[config.mk]
export PLATFORM = sky130hd
export DESIGN_NAME = hmi_msg_if
export DESIGN_NICKNAME = d
export VERILOG_FILES = /design/src/rtl/hmi_pkg.sv /design/src/rtl/hmi_fifo.sv /design/src/rtl/hmi_mailbox.sv /design/src/rtl/hmi_msg_if.sv
export SDC_FILE = /design/constraint.sdc
export NUM_CORES = 1
export LEC_CHECK = 0
export ABC_AREA = 1
export CAP_MARGIN = 20
export CELL_PAD_IN_SITES_DETAIL_PLACEMENT = 1
export CELL_PAD_IN_SITES_GLOBAL_PLACEMENT = 2
export CORE_ASPECT_RATIO = 2
export CORE_MARGIN = 4
export CORE_UTILIZATION = 30
export CTS_CLUSTER_DIAMETER = 80
export CTS_CLUSTER_SIZE = 12
export DETAILED_ROUTE_END_ITERATION = 10
export PLACE_DENSITY_LB_ADDON = 0.1
export SYNTH_ARGS = -nofsm -noshare
export SYNTH_HDL_FRONTEND = slang
export SYNTH_SLANG_ARGS = --single-unit
[constraint.sdc]
create_clock -name clk -period 2.33 [get_ports clk]
set_input_delay 0.233 -clock clk [delete_from_list [all_inputs] [get_ports clk]]
set_output_delay 0.233 -clock clk [all_outputs]
set_load 0.05 [all_outputs]
[src/rtl/hmi_pkg.sv]
package hmi_pkg;
   localparam int HMI_AW = 3;

   localparam logic [HMI_AW-1:0] A_DATA = 3'd0;
   localparam logic [HMI_AW-1:0] A_STAT = 3'd1;
   localparam logic [HMI_AW-1:0] A_CTRL = 3'd2;
   localparam logic [HMI_AW-1:0] A_MBOX = 3'd3;
   localparam logic [HMI_AW-1:0] A_WPNT = 3'd4;

   // status bit positions
   localparam int S_OUT_NE  = 16;
   localparam int S_IN_NF   = 17;
   localparam int S_OUT_NF  = 18;
   localparam int S_IN_NE   = 19;
   localparam int S_MB_INT  = 20;
   localparam int S_IN_INT  = 21;
   localparam int S_OUT_INT = 22;
   localparam int S_WP_INT  = 23;

   // control bit positions
   localparam int C_OUT_IE = 16;
   localparam int C_IN_IE  = 17;
   localparam int C_MB_IE  = 18;
   localparam int C_WP_IE  = 19;
   localparam int C_OUT_EN = 24;
   localparam int C_IN_EN  = 25;

   localparam logic [31:0] CTRL_KEEP  = 32'h3F3F_FFFF;
   localparam logic [31:0] MBOX_CLEAR = 32'h0000_F0F0;
endpackage

[src/rtl/hmi_fifo.sv]
module hmi_fifo #(
   parameter int W     = 32,
   parameter int DEPTH = 2
) (
   input  logic         clk,
   input  logic         rst_n,
   input  logic         push,
   input  logic [W-1:0] din,
   input  logic         pop,
   output logic [W-1:0] head,
   output logic         empty,
   output logic         full
);
   localparam int CW = $clog2(DEPTH + 1);
   localparam int PW = (DEPTH > 1) ? $clog2(DEPTH) : 1;
   localparam logic [PW-1:0] LAST = PW'(DEPTH - 1);

   generate
      if (DEPTH < 1) begin : g_bad_depth
         $error("hmi_fifo: DEPTH must be at least 1");
      end
      if (W < 1) begin : g_bad_width
         $error("hmi_fifo: W must be at least 1");
      end
   endgenerate

   logic [W-1:0]  mem [DEPTH];
   logic [PW-1:0] rd_p, wr_p;
   logic [CW-1:0] cnt;
   logic          push_ok, pop_ok;

   assign empty   = (cnt == '0);
   assign full    = (cnt == CW'(DEPTH));
   assign push_ok = push && !full;
   assign pop_ok  = pop && !empty;
   assign head    = empty ? '0 : mem[rd_p];

   function automatic logic [PW-1:0] step(input logic [PW-1:0] p);
      return (p == LAST) ? '0 : p + 1'b1;
   endfunction

   always_ff @(posedge clk) begin
      if (push_ok) mem[wr_p] <= din;
   end

   always_ff @(posedge clk or negedge rst_n) begin
      if (!rst_n) begin
         rd_p <= '0;
         wr_p <= '0;
         cnt  <= '0;
      end else begin
         if (push_ok) wr_p <= step(wr_p);
         if (pop_ok)  rd_p <= step(rd_p);
         if (push_ok && !pop_ok)      cnt <= cnt + 1'b1;
         else if (pop_ok && !push_ok) cnt <= cnt - 1'b1;
      end
   end
endmodule

[src/rtl/hmi_mailbox.sv]
module hmi_mailbox #(
   parameter int W = 32
) (
   input  logic         clk,
   input  logic         rst_n,
   input  logic         eng_wr,
   input  logic [W-1:0] eng_data,
   input  logic         host_clr,
   output logic [W-1:0] value,
   output logic         flag
);
   always_ff @(posedge clk or negedge rst_n) begin
      if (!rst_n) begin
         value <= '0;
         flag  <= 1'b0;
      end else if (eng_wr) begin
         value <= eng_data;
         flag  <= 1'b1;
      end else if (host_clr) begin
         value <= '0;
         flag  <= 1'b0;
      end
   end
endmodule

[src/rtl/hmi_msg_if.sv]
module hmi_msg_if
   import hmi_pkg::*;
#(
   parameter int MSG_DEPTH = 2,
   parameter int WP_DEPTH  = 2
) (
   input  logic              clk,
   input  logic              rst_n,
   input  logic              host_wr,
   input  logic              host_rd,
   input  logic [HMI_AW-1:0] host_addr,
   input  logic [31:0]       host_wdata,
   output logic [31:0]       host_rdata,
   input  logic              eng_in_pop,
   output logic [31:0]       eng_in_data,
   output logic              eng_in_avail,
   input  logic              eng_out_push,
   input  logic [31:0]       eng_out_data,
   output logic              eng_out_full,
   input  logic              eng_mbox_wr,
   input  logic [31:0]       eng_mbox_data,
   input  logic              eng_wp_push,
   input  logic [30:0]       eng_wp_data,
   output logic              irq
);
   generate
      if (MSG_DEPTH < 2) begin : g_bad_msg
         $error("hmi_msg_if: MSG_DEPTH below 2 cannot hold a two-word message");
      end
      if (WP_DEPTH < 0) begin : g_bad_wp
         $error("hmi_msg_if: WP_DEPTH must not be negative");
      end
   endgenerate

   logic [31:0] ctl_q;
   logic        in_empty, in_full, out_empty, out_full, wp_empty;
   logic [31:0] out_head, mbox_val;
   logic [30:0] wp_head;
   logic        mbox_flag;
   logic        in_push, out_pop, wp_pop, mbox_clr;
   logic [31:0] status;
   logic [3:0]  int_src, int_en;

   assign in_push  = host_wr && (host_addr == A_DATA) && ctl_q[C_IN_EN];
   assign out_pop  = host_rd && (host_addr == A_DATA) && ctl_q[C_OUT_EN];
   assign wp_pop   = host_rd && (host_addr == A_WPNT);
   assign mbox_clr = host_wr && (host_addr == A_MBOX) && (host_wdata == MBOX_CLEAR);

   always_ff @(posedge clk or negedge rst_n) begin
      if (!rst_n)                                ctl_q <= '0;
      else if (host_wr && host_addr == A_CTRL)   ctl_q <= host_wdata & CTRL_KEEP;
   end

   hmi_fifo #(.W(32), .DEPTH(MSG_DEPTH)) u_in_fifo (
      .clk(clk), .rst_n(rst_n), .push(in_push), .din(host_wdata),
      .pop(eng_in_pop), .head(eng_in_data), .empty(in_empty), .full(in_full));

   hmi_fifo #(.W(32), .DEPTH(MSG_DEPTH)) u_out_fifo (
      .clk(clk), .rst_n(rst_n), .push(eng_out_push), .din(eng_out_data),
      .pop(out_pop), .head(out_head), .empty(out_empty), .full(out_full));

   generate
      if (WP_DEPTH > 0) begin : g_wp
         hmi_fifo #(.W(31), .DEPTH(WP_DEPTH)) u_wp_fifo (
            .clk(clk), .rst_n(rst_n), .push(eng_wp_push), .din(eng_wp_data),
            .pop(wp_pop), .head(wp_head), .empty(wp_empty), .full());
      end else begin : g_no_wp
         logic unused_wp;
         assign unused_wp = eng_wp_push ^ (|eng_wp_data) ^ wp_pop;
         assign wp_head   = '0;
         assign wp_empty  = 1'b1;
      end
   endgenerate

   hmi_mailbox #(.W(32)) u_mbox (
      .clk(clk), .rst_n(rst_n), .eng_wr(eng_mbox_wr), .eng_data(eng_mbox_data),
      .host_clr(mbox_clr), .value(mbox_val), .flag(mbox_flag));

   assign eng_in_avail = !in_empty;
   assign eng_out_full = out_full;

   always_comb begin
      status            = '0;
      status[S_OUT_NE]  = !out_empty;
      status[S_IN_NF]   = !in_full;
      status[S_OUT_NF]  = !out_full;
      status[S_IN_NE]   = !in_empty;
      status[S_MB_INT]  = mbox_flag;
      status[S_IN_INT]  = in_empty;
      status[S_OUT_INT] = !out_empty;
      status[S_WP_INT]  = !wp_empty;
   end

   assign int_src = {status[S_WP_INT], status[S_MB_INT], status[S_IN_INT], status[S_OUT_INT]};
   assign int_en  = {ctl_q[C_WP_IE], ctl_q[C_MB_IE], ctl_q[C_IN_IE], ctl_q[C_OUT_IE]};
   assign irq     = |(int_src & int_en);

   always_comb begin
      unique case (host_addr)
         A_DATA:  host_rdata = ctl_q[C_OUT_EN] ? out_head : '0;
         A_STAT:  host_rdata = status;
         A_CTRL:  host_rdata = ctl_q;
         A_MBOX:  host_rdata = mbox_val;
         A_WPNT:  host_rdata = {!wp_empty, wp_head};
         default: host_rdata = '0;
      endcase
   end
endmodule

==> results_dict.tcl <==
set metrics [dict create \
    die_h_um 277 \
    nets 1335 \
    wl_per_cell_um 19.7 \
    yosys_warnings 0 \
    num_vias 7713 \
    maxSlewViolCount 0 \
    areaGrowthSynthToFinish_pct 33.9 \
    first_iter_violations 333 \
    initial_core_util 0.303 \
    drtPass1Iterations 4 \
    io_pins 205 \
    cts_num_sinks 263 \
    finalSetupViolCount 0 \
    worst_pin_slew_ns 0.570 \
    syn_nets 1105 \
    ys_seq_elements 263 \
    drc_errors 0 \
    netlist_top_cells_area "edfxtp_1, dfrtp_1, nand2_1" \
    rsz0062_at_grt "true" \
    synth_area_per_cell_um2 11.2 \
    vias_per_cell 4.64 \
    rr_worst_depth 8 \
    cts_made_buffers 25 \
    crit_fanout 4 \
    r2r-start "u_in_fifo.cnt[0]" \
    start_kind "register" \
    htree_levels 1 \
    fin_skew_ns 0.0116 \
    grt_usage 0.166 \
    antenna_left 0 \
    antenna_found_initial 0 \
    synthesis.area_mm2 0.0108 \
    cts_tree "done" \
    power_w 0.0158 \
    synthTopCellsByCount "nand2_1, edfxtp_1, dfrtp_1, nand3_1, a21oi_1" \
    p_int_w 0.00982 \
    clock_latency_ns 0.54 \
    timing.reg2reg.setup_slack_ns 0.43 \
    combPwrFrac 0.368 \
    cts_buffer_depth 3 \
    clockRootBuffer "clkbuf_16" \
    wl_mm 32.8 \
    p_switching_w 0.00597 \
    async_reset_ff_frac 0.278 \
    grt_first_pass_wirelength_mm 50.3 \
    synth_edf_count 190 \
    critPathCaptureType "primary output" \
    hold_viol 0 \
    fmax_mhz 441 \
    synth_top_cell_by_area "edfxtp_1" \
    dp_hpwl_mm 24.1 \
    critPathRequiredTime_ns 2.10 \
    gr-total-overflow 0 \
    netlist_instances 964 \
    synth.yosys.seq_area_share 0.696 \
    num_rows 98 \
    yosysTopAreaCellShare 0.527 \
    leakagePower_nw 5.89 \
    arrival_ns 2.03 \
    hold_class "input port to asynchronous set/reset pin" \
    critPathKind "register to primary output" \
    numPortBuffers 204 \
    drive_gt1_frac 0.169 \
    die_w_um 142 \
    power_density_mw_per_mm2 1090 \
    synth_cell_types 31 \
    switching_share 0.378 \
    first_global_vias 8221 \
    status "complete, no violations" \
    clkPwrFrac 0.236 \
    gp_congestion 0.777 \
    maxSlewHeadroom 0.620 \
    maxCapViolCount 0 \
    die_area_mm2 0.0393 \
    synth_most_common_cell "nand2_1" \
    finish.utilization 0.406 \
    r2r-end "u_in_fifo.cnt[1]" \
    clkSlewWorstSetupHoldPaths_ns 0.06 \
    core_area_mm2 0.0357 \
    post-route-period-util 0.973 \
    synth_flop_cell "edfxtp_1" \
    timing.final.crit_period_ns 2.27 \
    p_seq_frac 0.396 \
    grt_max_degree 41 \
    max-vdd-ir-drop_uv 638 \
]
## power by group through the flow
stage	sequential (W)	combinational (W)	clock, W
5_1_grt	0.00632	0.00634	0.00408
3_3_place_gp	0.00629	0.00564	0
6_report	0.00625	0.00581	0.00373
3_5_place_dp	0.00632	0.00569	0
2_1_floorplan	0.00622	0.00355	0
4_1_cts	0.00624	0.00587	0.00389
## state kept, by name, indices dropped and copies added, names as in the netlist, 2 cells and up
register,flops
u_in_fifo.cnt,2
u_out_fifo.cnt,2
ctl_q,28
u_in_fifo.mem,64
u_out_fifo.mem,64
g_wp.u_wp_fifo.mem,62
u_mbox.value,32
g_wp.u_wp_fifo.cnt,2
## cell families after synthesis
| kind of cell | share of synthesized area |
|---|---|
| buffers and inverters | 0.0371 |
| adders and majority gates | 0.00347 |
| and+or+nand+nor | 0.179 |
| DFF | 0.696 |
| AOI/OAI and AO/OA | 0.0585 |
| muxes | 0.0176 |
| xor gates and xnor gates | 0.00810 |
## worst max path at each step
stage | cells past startpoint | from | to | slack [ns]
floorplan | 5 | u_in_fifo.cnt[1] | u_in_fifo.mem[0][0] | -0.19
global placement | 10 | host_addr[1] | host_rdata[16] | 0.05
detailed placement | 11 | host_addr[1] | u_out_fifo.cnt[1] | 0.03
CTS | 7 | u_out_fifo.rd_p | host_rdata[24] | -0.02
global route | 5 | u_out_fifo.rd_p | host_rdata[30] | -0.05
finish | 5 | u_in_fifo.cnt[0] | host_rdata[17] | 0.06
## layout make-up
type	count	area, µm²
Antenna cell	1	2.50
Clock buffer	44	697
Clock inverter	1	8.76
Fill cell	3914	21200
Inverter	43	169
Multi-Input combinational cell	610	3000
Sequential cell	263	7530
Tap cell	450	563
Timing Repair Buffer	250	2500
Timing Repair inverter	1	5.00
## worst max-delay path, cell delays in order, from the launching register on
cell and delay, ns:
dfrtp_1 0.43, nor2_1 0.23, o22ai_1 0.12, a21oi_1 0.34, nand3_1 0.17, buf_6 0.19
## cells in the final DEF, fill, tap and decap left out, types with 4 or more instances in the layout
cell type / n
edfxtp_1: 190
buf_4: 74
nand3_2: 12
clkbuf_16: 25
mux2_2: 15
dfrtp_1: 71
clkbuf_1: 19
a22oi_1: 21
or2_2: 12
inv_2: 5
nor2_4: 6
nand2_1: 358
a21oi_1: 44
buf_6: 20
buf_12: 15
clkdlybuf4s50_1: 136
o211ai_1: 13
o21ai_0: 18
xor2_1: 7
o22ai_1: 4
nor2_1: 21
nand3_1: 53
inv_1: 35
## layer usage
| metal | up-vias | part of all wire | global-route usage |
|---|---|---|---|
| met2 | 154 | 0.55 | 0.312 |
| met1 | 3797 | 0.39 | 0.194 |
| met3 | 38 | 0.036 | 0.0222 |
| met5 | - | 0 | 0 |
| met4 | 0 | 0.021 | 0.0443 |
| li1 | 3724 | - | - |
## stage by stage
| stage | instance area (µm²) | TNS [ns] | instances | hold WS, ns | setup WS [ns] |
|---|---|---|---|---|---|
| CTS | 14300 | -0.0171 | 1660 | 0.204 | -0.0171 |
| finish | 14500 | 0 | 1663 | 0.219 | 0.0622 |
| detailed placement | 13500 | 0 | 1604 | 0.269 | 0.0309 |
| global placement | 13500 | 0 | 1604 | 0.267 | 0.0468 |
| global route | 14500 | -0.146 | 1662 | 0.218 | -0.0466 |
| floorplan | 10800 | -11.85 | 964 | -0.0626 | -0.185 |
## repair_timing
action                     in CTS  in global routing
hold endpoints to repair       36                  0
setup endpoints to repair      32                 32
gates resized for setup        12                 36
pin swaps                       1                  6
gates cloned                    0                  1
setup buffers                  10                  2
hold buffers                    1                  0
No activity file was read; power rests on OpenSTA's default activity.
